==> config.mk <==
export PLATFORM = sky130hd
export DESIGN_NAME = memtherm_refresh_ctrl
export DESIGN_NICKNAME = d
export VERILOG_FILES = /design/src/rtl/memtherm_pkg.sv /design/src/rtl/memtherm_cfg_regs.sv /design/src/rtl/memtherm_status_sel.sv /design/src/rtl/memtherm_refresh_policy.sv /design/src/rtl/memtherm_refresh_ctrl.sv
export SDC_FILE = /design/constraint.sdc
export NUM_CORES = 1
export LEC_CHECK = 0
export BUFFER_PORTS_ARGS = -buffer_cell sky130_fd_sc_hd__buf_4
export CORE_MARGIN = 2
export CORE_UTILIZATION = 31
export DETAILED_ROUTE_END_ITERATION = 8
export RECOVER_POWER = 25
export SYNTH_ARGS = -nofsm -noshare
export SYNTH_HDL_FRONTEND = slang
export SYNTH_SLANG_ARGS = --single-unit
==> constraint.sdc <==
create_clock -name clk -period 3.3 [get_ports clk]
set_clock_uncertainty 0.2 [all_clocks]
set_input_delay 0.66 -clock clk [delete_from_list [all_inputs] [get_ports clk]]
set_output_delay 0.66 -clock clk [all_outputs]
set_load 0.03 [all_outputs]
==> src/rtl/memtherm_pkg.sv <==
package memtherm_pkg;

   localparam int CTRL_W = 9;

   localparam logic [1:0] TS_COLD = 2'b00;
   localparam logic [1:0] TS_WARM = 2'b01;
   localparam logic [1:0] TS_HOT  = 2'b10;

   localparam logic [1:0] DBL_OFF  = 2'b00;
   localparam logic [1:0] DBL_WARM = 2'b01;
   localparam logic [1:0] DBL_HOT  = 2'b10;
   localparam logic [1:0] DBL_BAD  = 2'b11;

   typedef struct packed {
      logic       skip_en;
      logic       sensor_dis;
      logic       pdwn_own;
      logic       lock;
      logic       ext_en;
      logic [1:0] dbl_mode;
      logic       cl_en;
      logic       ol_en;
   } ctrl_t;

   function automatic logic [1:0] norm_status(input logic [1:0] s);
      return (s == 2'b11) ? TS_HOT : s;
   endfunction

endpackage

==> src/rtl/memtherm_cfg_regs.sv <==
module memtherm_cfg_regs
   import memtherm_pkg::*;
#(
   parameter int DATA_W    = 32,
   parameter int ADDR_W    = 8,
   parameter int NUM_CH    = 2,
   parameter int THR_W     = 8,
   parameter int PROT_BASE = 16
) (
   input  logic              clk,
   input  logic              rst_n,
   input  logic              wr,
   input  logic [ADDR_W-1:0] addr,
   input  logic [DATA_W-1:0] wdata,
   output logic [DATA_W-1:0] rdata,
   output ctrl_t             ctrl
);

   localparam int NREG = NUM_CH * 4;
   localparam int LOCK_BIT = 5;

   ctrl_t ctrl_q;
   ctrl_t ctrl_nxt;
   logic  ctrl_hit;
   logic [NREG-1:0][THR_W-1:0] prot_rd;

   assign ctrl_hit = wr && (addr == '0);

   always_comb begin
      ctrl_nxt      = ctrl_t'(wdata[CTRL_W-1:0]);
      ctrl_nxt.lock = ctrl_q.lock | wdata[LOCK_BIT];
   end

   always_ff @(posedge clk or negedge rst_n) begin
      if (!rst_n)
         ctrl_q <= '0;
      else if (ctrl_hit)
         ctrl_q <= ctrl_nxt;
   end

   for (genvar g = 0; g < NREG; g++) begin : g_prot
      localparam logic [ADDR_W-1:0] MY_ADDR = ADDR_W'(PROT_BASE + g);
      logic [THR_W-1:0] r_q;
      always_ff @(posedge clk or negedge rst_n) begin
         if (!rst_n)
            r_q <= '0;
         else if (wr && (addr == MY_ADDR) && !ctrl_q.lock)
            r_q <= wdata[THR_W-1:0];
      end
      assign prot_rd[g] = r_q;
   end

   always_comb begin
      rdata = '0;
      if (addr == '0)
         rdata[CTRL_W-1:0] = ctrl_q;
      for (int i = 0; i < NREG; i++) begin
         if (addr == ADDR_W'(PROT_BASE + i))
            rdata[THR_W-1:0] = prot_rd[i];
      end
   end

   assign ctrl = ctrl_q;

   assert_lock_sticky_R7: assert property (@(posedge clk) disable iff (!rst_n)
      ctrl_q.lock |=> ctrl_q.lock);

   assert_locked_regs_frozen_R7: assert property (@(posedge clk) disable iff (!rst_n)
      ctrl_q.lock |=> $stable(prot_rd));

   assert_upper_read_zero_R2: assert property (@(posedge clk) disable iff (!rst_n)
      (addr == '0) |-> (rdata[DATA_W-1:CTRL_W] == '0));

endmodule

==> src/rtl/memtherm_status_sel.sv <==
module memtherm_status_sel
   import memtherm_pkg::*;
#(
   parameter bit HAS_EXT = 1'b1
) (
   input  logic       cl_en,
   input  logic       ol_en,
   input  logic       ext_en,
   input  logic [1:0] cl_status,
   input  logic [1:0] ol_status,
   input  logic [1:0] ext_status,
   output logic [1:0] eff
);

   logic       has_alg;
   logic [1:0] alg;

   assign has_alg = cl_en | ol_en;

   always_comb begin
      if (cl_en)
         alg = norm_status(cl_status);
      else if (ol_en)
         alg = norm_status(ol_status);
      else
         alg = TS_COLD;
   end

   if (HAS_EXT) begin : g_ext
      logic [1:0] ext_n;
      assign ext_n = norm_status(ext_status);
      always_comb begin
         if (!ext_en)
            eff = alg;
         else if (!has_alg)
            eff = ext_n;
         else
            eff = (ext_n > alg) ? ext_n : alg;
      end
   end else begin : g_no_ext
      logic unused_ext;
      assign unused_ext = ext_en ^ (^ext_status);
      assign eff = alg;
   end

endmodule

==> src/rtl/memtherm_refresh_policy.sv <==
module memtherm_refresh_policy
   import memtherm_pkg::*;
(
   input  logic       clk,
   input  logic       rst_n,
   input  logic [1:0] status_in,
   input  logic [1:0] mode,
   input  logic       lp_override,
   input  logic       dev_2x,
   input  logic       skip_en,
   input  logic       is_ddr4,
   output logic [1:0] status_q,
   output logic       dbl_q,
   output logic       skip_q,
   output logic       mode_bad
);

   logic dbl_d;

   always_comb begin
      if (lp_override)
         dbl_d = dev_2x;
      else begin
         unique case (mode)
            DBL_WARM: dbl_d = (status_in == TS_WARM) || (status_in == TS_HOT);
            DBL_HOT:  dbl_d = (status_in == TS_HOT);
            default:  dbl_d = 1'b0;
         endcase
      end
   end

   always_ff @(posedge clk or negedge rst_n) begin
      if (!rst_n) begin
         status_q <= TS_COLD;
         dbl_q    <= 1'b0;
         skip_q   <= 1'b0;
      end else begin
         status_q <= status_in;
         dbl_q    <= dbl_d;
         skip_q   <= skip_en & is_ddr4;
      end
   end

   assign mode_bad = (mode == DBL_BAD);

   assert_illegal_mode_off_R6: assert property (@(posedge clk) disable iff (!rst_n)
      (mode == DBL_BAD && !lp_override) |=> !dbl_q);

   assert_cold_no_double_R5: assert property (@(posedge clk) disable iff (!rst_n)
      (status_in == TS_COLD && !lp_override) |=> !dbl_q);

   assert_skip_needs_ddr4_R9: assert property (@(posedge clk) disable iff (!rst_n)
      !is_ddr4 |=> !skip_q);

endmodule

==> src/rtl/memtherm_refresh_ctrl.sv <==
module memtherm_refresh_ctrl
   import memtherm_pkg::*;
#(
   parameter int DATA_W    = 32,
   parameter int ADDR_W    = 8,
   parameter int NUM_CH    = 2,
   parameter int THR_W     = 8,
   parameter int PROT_BASE = 16,
   parameter bit HAS_EXT   = 1'b1
) (
   input  logic              clk,
   input  logic              rst_n,
   input  logic              reg_wr,
   input  logic [ADDR_W-1:0] reg_addr,
   input  logic [DATA_W-1:0] reg_wdata,
   output logic [DATA_W-1:0] reg_rdata,
   input  logic [1:0]        cl_status,
   input  logic [1:0]        ol_status,
   input  logic [1:0]        ext_status,
   input  logic              mem_is_lpddr,
   input  logic              mem_is_ddr4,
   input  logic              dev_temp_2x,
   output logic [1:0]        eff_status,
   output logic              refresh_2x,
   output logic              skip_refresh,
   output logic              mode_err
);

   localparam int NREG     = NUM_CH * 4;
   localparam int ADDR_SPAN = 1 << ADDR_W;

   if (DATA_W < CTRL_W + 1) begin : g_chk_data
      $error("DATA_W too narrow for the control register");
   end
   if (THR_W < 1 || THR_W > DATA_W) begin : g_chk_thr
      $error("THR_W must lie between 1 and DATA_W");
   end
   if (NUM_CH < 1) begin : g_chk_ch
      $error("NUM_CH must be at least 1");
   end
   if (PROT_BASE < 1 || PROT_BASE + NREG > ADDR_SPAN) begin : g_chk_map
      $error("protected register window does not fit the address space");
   end

   ctrl_t      ctrl;
   logic [1:0] eff_d;

   memtherm_cfg_regs #(
      .DATA_W   (DATA_W),
      .ADDR_W   (ADDR_W),
      .NUM_CH   (NUM_CH),
      .THR_W    (THR_W),
      .PROT_BASE(PROT_BASE)
   ) u_regs (
      .clk  (clk),
      .rst_n(rst_n),
      .wr   (reg_wr),
      .addr (reg_addr),
      .wdata(reg_wdata),
      .rdata(reg_rdata),
      .ctrl (ctrl)
   );

   memtherm_status_sel #(
      .HAS_EXT(HAS_EXT)
   ) u_sel (
      .cl_en     (ctrl.cl_en),
      .ol_en     (ctrl.ol_en),
      .ext_en    (ctrl.ext_en),
      .cl_status (cl_status),
      .ol_status (ol_status),
      .ext_status(ext_status),
      .eff       (eff_d)
   );

   memtherm_refresh_policy u_pol (
      .clk        (clk),
      .rst_n      (rst_n),
      .status_in  (eff_d),
      .mode       (ctrl.dbl_mode),
      .lp_override(mem_is_lpddr & ~ctrl.sensor_dis),
      .dev_2x     (dev_temp_2x),
      .skip_en    (ctrl.skip_en),
      .is_ddr4    (mem_is_ddr4),
      .status_q   (eff_status),
      .dbl_q      (refresh_2x),
      .skip_q     (skip_refresh),
      .mode_bad   (mode_err)
   );

   assert_status_legal_R11: assert property (@(posedge clk) disable iff (!rst_n)
      1'b1 |=> (eff_status != 2'b11));

   assert_ext_ignored_R4: assert property (@(posedge clk) disable iff (!rst_n)
      (!ctrl.ext_en && !ctrl.cl_en && !ctrl.ol_en) |=> (eff_status == TS_COLD));

endmodule

[Word level (Yosys, flattened, before mapping)]
Index checks and enable logic that the tools add are counted.
Storage, ports and cells
  register bits: 77
  input bits: 52
  output and inout port bits: 37
  logic and storage cells: 80
Cells by class
  magnitude comparators: 1
  equality and inequality tests: 16
  mux-type cells: 19
  bitwise gates (word level): 5
  reductions and logical operators: 20
Operator list (count)
  $eq A8 B5 Y1 const B: 8
  $mux W8: 8
  $logic_and A1 B1 Y1: 17
  $mux W2: 8
  $eq A2 B2 Y1 const B: 6
  $mux W9: 1
  $logic_not A8 Y1: 1
  $eq A2 B1 Y1 const B: 2
  $and A1 B1 Y1: 2
  $gt A2 B2 Y1: 1
  $or A1 B1 Y1: 2
  $pmux W1 S2: 1
  $logic_not A1 Y1: 1
  $logic_or A1 B1 Y1: 1
  $mux W1: 1
  $not A1 Y1: 1

[Longest topological paths before layout]
Gate-level depths: netlist (run 1).
  depth in word-level cells: 12
  depth in mapped cells: 12
  depth with buffers taken out: 12

[By module]
A second synthesis (run 1) with hierarchy kept.
Second synthesis, totals
  cells, all modules: 333
  area, all modules: 4147.7 um^2
By module, submodules not included
  memtherm_cfg_regs: times used 1, cells each 297, area an instance 3764.9 um^2, sequential area each 1826.8 um^2
  memtherm_refresh_policy: times used 1, cells each 16, area an instance 200.2 um^2, sequential area each 100.1 um^2
  memtherm_status_sel: times used 1, cells each 19, area an instance 168.9 um^2, sequential area each 0.0 um^2
  memtherm_refresh_ctrl: times used 1, cells each 1, area an instance 13.8 um^2, sequential area each 0.0 um^2

[Worst setup path before layout (run 1)]
Ideal clock, no wire load.
  path type: input to output
  from: input reg_addr[7]
  to: output reg_rdata[0]
  data arrival time: 2.588 ns
  required time: 2.440 ns
  path slack: -0.148 ns
  stages: 5
  path buffers: 1
  path through: or4_4 buf_6 nor4_1 a222oi_1 o22ai_1
Between the ends
  word-level cells in the longest chain between the ends: 10
  elaborated cells on any way between the ends: 18
  those cells by class: 8 x eq/ne; 9 x mux; 1 x reduce/logical
Ends and longest elaborated chain
  from (decl): RTL line memtherm_refresh_ctrl.sv:14  | input logic [ADDR_W-1:0] reg_addr,
  $logic_not A8 Y1: RTL line memtherm_cfg_regs.sv:55  | if (addr == '0)
  $mux W9: RTL line memtherm_cfg_regs.sv:55
  $mux W8 (7 in series): RTL line memtherm_cfg_regs.sv:58  | if (addr == ADDR_W'(PROT_BASE + i))
  $mux W8 (*): RTL line memtherm_cfg_regs.sv:58
  to (decl): RTL line memtherm_refresh_ctrl.sv:16  | output logic [DATA_W-1:0] reg_rdata,
Mark *: on every way between the ends. The rest lies on a longest branch, timed or not.

[Worst setup path in the final report (run 1)]
  from: input reg_addr[7]
  to: output reg_rdata[2]
Same word-level chain as after synthesis.

==> results of run 1 <==
[path summary, 6_finish.rpt]
path	start	to	slack (ns)	depth (start not counted)
hold / removal	u_regs.ctrl[5]$_DFFE_PN0P_	u_regs.ctrl[5]$_DFFE_PN0P_	0.28	1
max in group asynchronous	rst_n	u_regs.g_prot[0].r_q[7]$_DFFE_PN0P_	1.09	1
setup / recovery	reg_addr[7]	reg_rdata[2]	0.11	7
min in group asynchronous	rst_n	u_regs.g_prot[7].r_q[1]$_DFFE_PN0P_	0.66	1
setup reg to reg	u_regs.ctrl[0]$_DFFE_PN0P_	u_pol.dbl_q$_DFF_PN0_	0.73	12
hold reg to reg	u_regs.ctrl[5]$_DFFE_PN0P_	u_regs.ctrl[5]$_DFFE_PN0P_	0.28	1
[state kept, by name, indices dropped and copies added, names as in the netlist]
name,count
u_pol.dbl_q,1
u_pol.skip_q,1
u_pol.status_q,2
u_regs.ctrl,9
u_regs.g_prot.r_q,64
[what timing repair did]
action / CTS / global route
gates resized for setup: 0 / 3
endpoints found under the hold margin: 0 / 0
endpoints found under the setup margin: 0 / 6
setup buffers: 0 / 0
hold buffers: 0 / 0
[kinds of logic after synthesis]
kind of cell / Yosys count
AOI/OAI and AO/OA: 66
xor gates and xnor gates: 1
adders and majority gates: 7
buffers and inverters: 53
DFF: 77
muxes: 92
other: 1
and+or+nand+nor: 76
[stage by stage]
stage / util [%] / hold WS (ns) / power (W)
after floorplan: - / 0.164 / 0.00123
after global routing: 37.9 / 0.316 / 0.00255
after global placement: 35.3 / 0.262 / 0.00131
after detailed placement: 35.3 / 0.265 / 0.00131
after CTS: 37.8 / 0.278 / 0.00247
final: 37.9 / 0.284 / 0.00245
[power by group through the flow]
| stage | sequential (W) | combinational [W] | clock [W] |
|---|---|---|---|
| 6_report | 0.00102 | 0.000279 | 0.00115 |
| 3_3_place_gp | 0.00103 | 0.000273 | 0 |
| 3_5_place_dp | 0.00103 | 0.000279 | 0 |
| 5_1_grt | 0.00102 | 0.000308 | 0.00122 |
| 4_1_cts | 0.00102 | 0.000281 | 0.00117 |
| 2_1_floorplan | 0.00103 | 0.000198 | 0 |
[per-layer routing]
metal	routed length, um	GRT usage, %
met3	552	4.47
met2	4890	23.4
met1	4990	20.7
met5	0	0
met4	123	4.40
[synthesized netlist by cell type (10+ instances only)]
| library cell | count | share of area, % |
|---|---|---|
| sky130_fd_sc_hd__clkbuf_1 | 17 | 1.5 |
| sky130_fd_sc_hd__dfrtp_1 | 77 | 44 |
| sky130_fd_sc_hd__mux2_2 | 50 | 13 |
| sky130_fd_sc_hd__nor2b_1 | 10 | 1.4 |
| sky130_fd_sc_hd__a21oi_1 | 15 | 1.7 |
| sky130_fd_sc_hd__o22ai_1 | 13 | 1.9 |
| sky130_fd_sc_hd__buf_4 | 23 | 3.9 |
| sky130_fd_sc_hd__mux2i_1 | 18 | 4.1 |
| sky130_fd_sc_hd__nor2_1 | 16 | 1.4 |
| sky130_fd_sc_hd__mux2_4 | 24 | 8.2 |
[layout make-up]
cell class / instances / area share [%]
multi-input combinational: 265 / 43.7
sequential: 77 / 36.8
timing repair buffer: 56 / 7.97
clock buffer: 10 / 4.56
tap: 180 / 4.30
clock inverter: 6 / 2.10
inverter: 8 / 0.573
==> reports/metrics.cfg, run 1 <==
[clock_tree]
h_tree_depth = 3
clockRootBuffer = sky130_fd_sc_hd__clkbuf_16
worstSkewPairLatency_ns = 0.34
tritoncts = built
number_of_buffers_created_by_cts = 9
cts_sinks = 77
path_clk_slew_ns = 0.06
ctsLongestPathBuffers = 2

[synthesis]
yosys_most_used_dff = sky130_fd_sc_hd__dfrtp_1
synth_async_sr_flop_share_pct = 100
combinational_family_with_the_most_area_after_synthesis = multiplexers
yosysSeqAreaShare_pct = 43.9
synth-seq-cells = 77
yosys.area_share.adder_pct = 2.00
synthCells = 373
synth_edf_count = 0
distinct_cells_synth = 50
synth-compound-area-share_pct = 10.3
synth_warnings = 0
synthesis.area_um2 = 4390
synth.area.mux_share_pct = 25.1
synth_xor_xnor_area_share_pct = 0.200
synth_simple_gate_area_share_pct = 11.5
syn_avg_cell_area_um2 = 11.8

[place]
post-place-cells = 586
place_worst_setup_slack_ns = 0.0378
gp_congestion = 0.808
buffer_ports.inserted = 42
detailed_placement_wirelength_estimate_mm = 7.23
dpl_cell_area_um2 = 4880

[timing]
fin_tns_setup_ns = 0
final_max_slew_viol_count = 78
final.period_utilization_pct = 96.7
worstMarginPinSlew_ns = 1.94
final_setup_vio_count = 0
final_critical_path_required_period_ns = 3.19
rsz0062_at_grt = false
timing.max_slew.rel_slack_pct = -29.2
hold_violations = 0
maxClockFrequency_ghz = 0.313
setup_ws_ns = 0.108

[setup_path]
cp_cell_sequence = buf_4, or4_4, nor4_2, buf_4, a222oi_1, o22ai_2, buf_4
path_delay_family = simple AND/OR/NAND/NOR gates
startpoint_type = input port
cpPeakStageDelay_ns = 0.61
worst_path_buffer_plus_inverter_count = 3
worst_setup_path_end_kind = output port
highest_net_fanout_along_the_worst_path = 6
most_used_cell_cp = sky130_fd_sc_hd__buf_4
worst_endpoint_data_arrival_time_ns = 2.33
critical_path_class = in2out
slowest_stage = sky130_fd_sc_hd__or4_4
timing.critical_path.required_ns = 2.44

[floorplanning]
fp.dieH_um = 123
number_of_rows_in_the_core_area = 43
die-area_um2 = 15100
floorplan.initialDensity_pct = 31.7
core-area_um2 = 13800
die_w_um = 123
ioPinCount = 89

[power_and_ir_drop]
clkPwrFrac_pct = 47.0
p_leak_nw = 2.54
worst_ir_drop_vdd_mv = 0.329
combPwrFrac_pct = 11.4
seqPwrFrac_pct = 41.6
cellInternalPower_w = 0.00186
p_sw_share_pct = 24.0
netSwitchingPower_w = 0.000587
power_density_nw_per_um2 = 467

[final_layout]
fin_area_um2 = 5240
final_cell_mix = sky130_fd_sc_hd__dfrtp_1, sky130_fd_sc_hd__buf_4, sky130_fd_sc_hd__mux2_2, sky130_fd_sc_hd__mux2_4, sky130_fd_sc_hd__conb_1
layout-drive-gt1-share_pct = 39.3
stdcell_count = 602
n_antenna_cell = 0
mostFrequentLayoutCell = sky130_fd_sc_hd__dfrtp_1
nNetsFinal = 476
filler_cell_count = 1330
register_cell_area_after_layout_um2 = 1930
area.growth.synth_to_final_pct = 19.4
multiInputGateArea_um2 = 2290

[global_routing]
grt_pass1_wl_mm = 17.3
track_usage_pct = 15.2
via_count_of_the_first_global_routing_pass = 3199
grt_antenna_before_repair = 0
overflow = 0
grt_max_degree = 78

[outcome]
run_status = finished, violations left
violations = max-capacitance violations, max-slew violations

[routing]
post-route-drc-count = 0
route.antenna.remaining_nets = 0
vias_per_cell = 5.15
firstDrtPassIters = 5
initialDrtViolationCount = 223
drt-wirelength-per-cell_um = 17.5
drt_wl_total_mm = 10.6
detailroute.via_count = 3099

[worst_hold_path]
timing.hold.worst.class = reg2reg

[run]
drv.max_cap_violation_count = 1

(Power assumes the default switching activity.)
==> run 2, diff against run 1 <==
Settings changed: MAX_ROUTING_LAYER from default to met4, PLACE_DENSITY from default to 0.52, SYNTH_HIERARCHICAL from default to 1.
==> run 2 against run 1 <==
Net effect: sequential share of layout area grew 2.1 points; first-iteration DRC count shrank 23%; cell area down 5.5%; utilization decreased by 0.21 points; the flow still finishes with violations (max-capacitance violations, max-slew violations); synthesized cell count is 11% lower; die area decreased by 5.3%; combinational power is 9.0% lower; total power is 5.2% lower; non-clock buffer count is 2 lower; via count fell by 10%; sequential power is essentially flat; global-route usage is 0.060 points lower.
==> reports/metrics.cfg, run 2 <==
[setup_path]
critical_path_class = in2out  ; unchanged
worst_setup_path_end_kind = output port  ; unchanged
ff2ff_setup_slack_ns = 0.42  ; was 0.73 ns
startpoint_type = input port  ; unchanged
r2r_start = u_regs/ctrl[0]$_DFFE_PN0P_  ; was u_regs.ctrl[0]$_DFFE_PN0P_
timing.critical_path.required_ns = 2.44  ; about the same
worst_endpoint_data_arrival_time_ns = 2.31  ; was 2.33 ns
crit-reg2reg-capture = u_pol/dbl_q$_DFF_PN0_  ; was u_pol.dbl_q$_DFF_PN0_
reg2reg_depth = 11  ; was 12
highest_net_fanout_along_the_worst_path = 10  ; was 6

[global_routing]
grt_max_degree = 78  ; unchanged
via_count_of_the_first_global_routing_pass = 2857  ; was 3199
grt_antenna_before_repair = 0  ; unchanged
overflow = 0  ; unchanged
grt_pass1_wl_mm = 16.0  ; was 17.3 mm
track_usage_pct = 15.1  ; was 15.2%

[clock_tree]
post-cts-setup-buffers = 0  ; unchanged
worstSkewPairLatency_ns = 0.34  ; about the same
cts_hold_repair.buffers = 0  ; unchanged
ctsLongestPathBuffers = 2  ; unchanged
h_tree_depth = 3  ; unchanged
cts_sinks = 77  ; unchanged
tritoncts = built  ; unchanged
post_cts.resized_instances = 0  ; unchanged
number_of_buffers_created_by_cts = 9  ; unchanged
path_clk_slew_ns = 0.06  ; about the same
clockRootBuffer = sky130_fd_sc_hd__clkbuf_16  ; unchanged

[power_and_ir_drop]
worst_ir_drop_vdd_mv = 0.373  ; was 0.329 mV
power_density_nw_per_um2 = 469  ; was 467 nW/um2
p_leak_nw = 2.38  ; was 2.54 nW

[worst_hold_path]
hp-start = u_regs/g_prot[4].r_q[1]$_DFFE_PN0P_  ; was u_regs.ctrl[5]$_DFFE_PN0P_
timing.hold.worst.class = reg2reg  ; unchanged
hold_depth = 1  ; unchanged
worstHoldEndpoint = u_regs/g_prot[4].r_q[1]$_DFFE_PN0P_  ; was u_regs.ctrl[5]$_DFFE_PN0P_

[final_layout]
area.growth.synth_to_final_pct = 19.4  ; about the same
final_cell_mix = sky130_fd_sc_hd__dfrtp_1, sky130_fd_sc_hd__mux2_2, sky130_fd_sc_hd__buf_4, sky130_fd_sc_hd__conb_1, sky130_fd_sc_hd__nand2_1  ; was sky130_fd_sc_hd__dfrtp_1, sky130_fd_sc_hd__buf_4, sky130_fd_sc_hd__mux2_2, sky130_fd_sc_hd__mux2_4, sky130_fd_sc_hd__conb_1
stdcell_count = 565  ; was 602
n_antenna_cell = 0  ; unchanged
mostFrequentLayoutCell = sky130_fd_sc_hd__dfrtp_1  ; unchanged
max_flop_register = u_regs/g_prot.r_q  ; was u_regs.g_prot.r_q
finish.utilization_pct = 37.7  ; was 37.9%
number_of_flip_flops_under_the_largest_register_name = 64  ; unchanged
layout-drive-gt1-share_pct = 43.2  ; was 39.3%
nNetsFinal = 443  ; was 476

[floorplanning]
core-area_um2 = 13100  ; was 13800 um2
number_of_rows_in_the_core_area = 42  ; was 43
die-area_um2 = 14300  ; was 15100 um2
die_w_um = 120  ; was 123 um
ioPinCount = 89  ; unchanged
floorplan.initialDensity_pct = 31.6  ; was 31.7%
fp.dieH_um = 120  ; was 123 um

[routing]
vias_per_cell = 4.93  ; was 5.15
post-route-drc-count = 0  ; unchanged
route.antenna.remaining_nets = 0  ; unchanged
drt-wirelength-per-cell_um = 17.7  ; was 17.5 um
detailroute.via_count = 2785  ; was 3099
firstDrtPassIters = 4  ; was 5
drt_wl_total_mm = 10.0  ; was 10.6 mm
initialDrtViolationCount = 172  ; was 223

[timing]
rsz0062_at_grt = false  ; unchanged
final_critical_path_required_period_ns = 3.17  ; was 3.19 ns
fin_tns_setup_ns = 0  ; unchanged
worstMarginPinSlew_ns = 1.96  ; was 1.94 ns
final_setup_vio_count = 0  ; unchanged
final_max_slew_viol_count = 78  ; unchanged
final.period_utilization_pct = 96.1  ; was 96.7%
timing.max_slew.rel_slack_pct = -30.4  ; was -29.2%
maxClockFrequency_ghz = 0.315  ; was 0.313 GHz
hold_violations = 0  ; unchanged

[synthesis]
yosysSeqAreaShare_pct = 46.5  ; was 43.9%
yosys.area.top_type = sky130_fd_sc_hd__dfrtp_1  ; unchanged
syn_avg_cell_area_um2 = 12.5  ; was 11.8 um2
distinct_cells_synth = 52  ; was 50
synth_largest_type_area_fraction_pct = 46.5  ; was 43.9%
synth.top_cells.by_count = sky130_fd_sc_hd__dfrtp_1, sky130_fd_sc_hd__mux2_2, sky130_fd_sc_hd__buf_4, sky130_fd_sc_hd__nand2_1, sky130_fd_sc_hd__o21ai_0  ; was sky130_fd_sc_hd__dfrtp_1, sky130_fd_sc_hd__mux2_2, sky130_fd_sc_hd__mux2_4, sky130_fd_sc_hd__buf_4, sky130_fd_sc_hd__mux2i_1
synth_async_sr_flop_share_pct = 100  ; unchanged
synth_area_leaders = sky130_fd_sc_hd__dfrtp_1, sky130_fd_sc_hd__mux2_2, sky130_fd_sc_hd__buf_4  ; was sky130_fd_sc_hd__dfrtp_1, sky130_fd_sc_hd__mux2_2, sky130_fd_sc_hd__mux2_4
synthCells = 333  ; was 373
synth_warnings = 6  ; was 0
synth_most_common_cell = sky130_fd_sc_hd__dfrtp_1  ; unchanged
synth-seq-cells = 77  ; unchanged
synthesis.area_um2 = 4150  ; was 4390 um2
yosys_most_used_dff = sky130_fd_sc_hd__dfrtp_1  ; unchanged
synth_edf_count = 0  ; unchanged

[place]
buffer_ports.inserted = 42  ; unchanged
gp_congestion = 0.768  ; was 0.808
detailed_placement_wirelength_estimate_mm = 6.83  ; was 7.23 mm
post-place-cells = 549  ; was 586

[outcome]
violations = max-capacitance violations, max-slew violations  ; unchanged
run_status = finished, violations left  ; unchanged

[run]
drv.max_cap_violation_count = 1  ; unchanged

==> run 2: logic make-up (layout without fill, tap and decap cells) <==
logic type,after synthesis,after routing,share of synthesized area [%]
other,1,23,0.0904
muxes,93,93,26.5
adders and majority gates,7,7,2.11
AOI/OAI and AO/OA,48,48,8.63
and+or+nand+nor,61,61,9.80
buffers and inverters,46,80,6.43
DFF,77,77,46.5
==> run 2: layout make-up <==
type	instances	area, um2
clock buffer	10	229
inverter	10	37.5
sequential	77	1930
clock inverter	6	86.3
tap	176	220
timing repair buffer	54	415
multi-input combinational	232	2040
fill	1283	8190
==> run 2: worst max path at each step <==
| stage | startpoint | to | slack [ns] | depth (start not counted) |
|---|---|---|---|---|
| final | reg_addr[7] | reg_rdata[5] | 0.13 | 7 |
| after global routing | reg_addr[7] | reg_rdata[2] | 0.06 | 7 |
| after CTS | reg_addr[7] | reg_rdata[0] | 0.14 | 7 |
| after detailed placement | reg_addr[7] | reg_rdata[0] | 0.15 | 7 |
| after global placement | reg_addr[7] | reg_rdata[0] | 0.15 | 7 |
| after floorplan | reg_addr[7] | reg_rdata[2] | 0.20 | 5 |
==> run 2: per-layer routing <==
layer | up-vias | global-route usage [%] | wire length [um]
li1 | 1271 | - | -
met1 | 1427 | 19.7 | 4740
met2 | 76 | 23.8 | 4730
met3 | 11 | 3.18 | 442
met4 | 0 | 4.41 | 114
met5 | - | - | 0
==> run 2: report_power, final <==
| part | internal [W] | switching [W] | total [W] | leakage [nW] |
|---|---|---|---|---|
| clock | 0.000662 | 0.000390 | 0.00105 | 0.153 |
| sequential | 0.000989 | 0.0000258 | 0.00102 | 1.06 |
| combinational | 0.000102 | 0.000152 | 0.000254 | 1.17 |
==> run 2: through the flow <==
stage / hold WS, ns / power (W) / instance area, um2 / setup slack [ns]
floorplan: 0.164 / 0.00121 / 4230 / 0.196
global placement: 0.266 / 0.00128 / 4640 / 0.154
detailed placement: 0.277 / 0.00129 / 4640 / 0.153
CTS: 0.291 / 0.00235 / 4950 / 0.137
global route: 0.313 / 0.00242 / 4950 / 0.0644
finish: 0.283 / 0.00232 / 4950 / 0.129
==> run 2: critical path, stage by stage <==
cell	delay, ns
sky130_fd_sc_hd__buf_4	0.12
sky130_fd_sc_hd__or4_1	0.67
sky130_fd_sc_hd__nor2_2	0.20
sky130_fd_sc_hd__buf_12	0.14
sky130_fd_sc_hd__o21ai_0	0.09
sky130_fd_sc_hd__a32oi_1	0.21
sky130_fd_sc_hd__buf_4	0.20
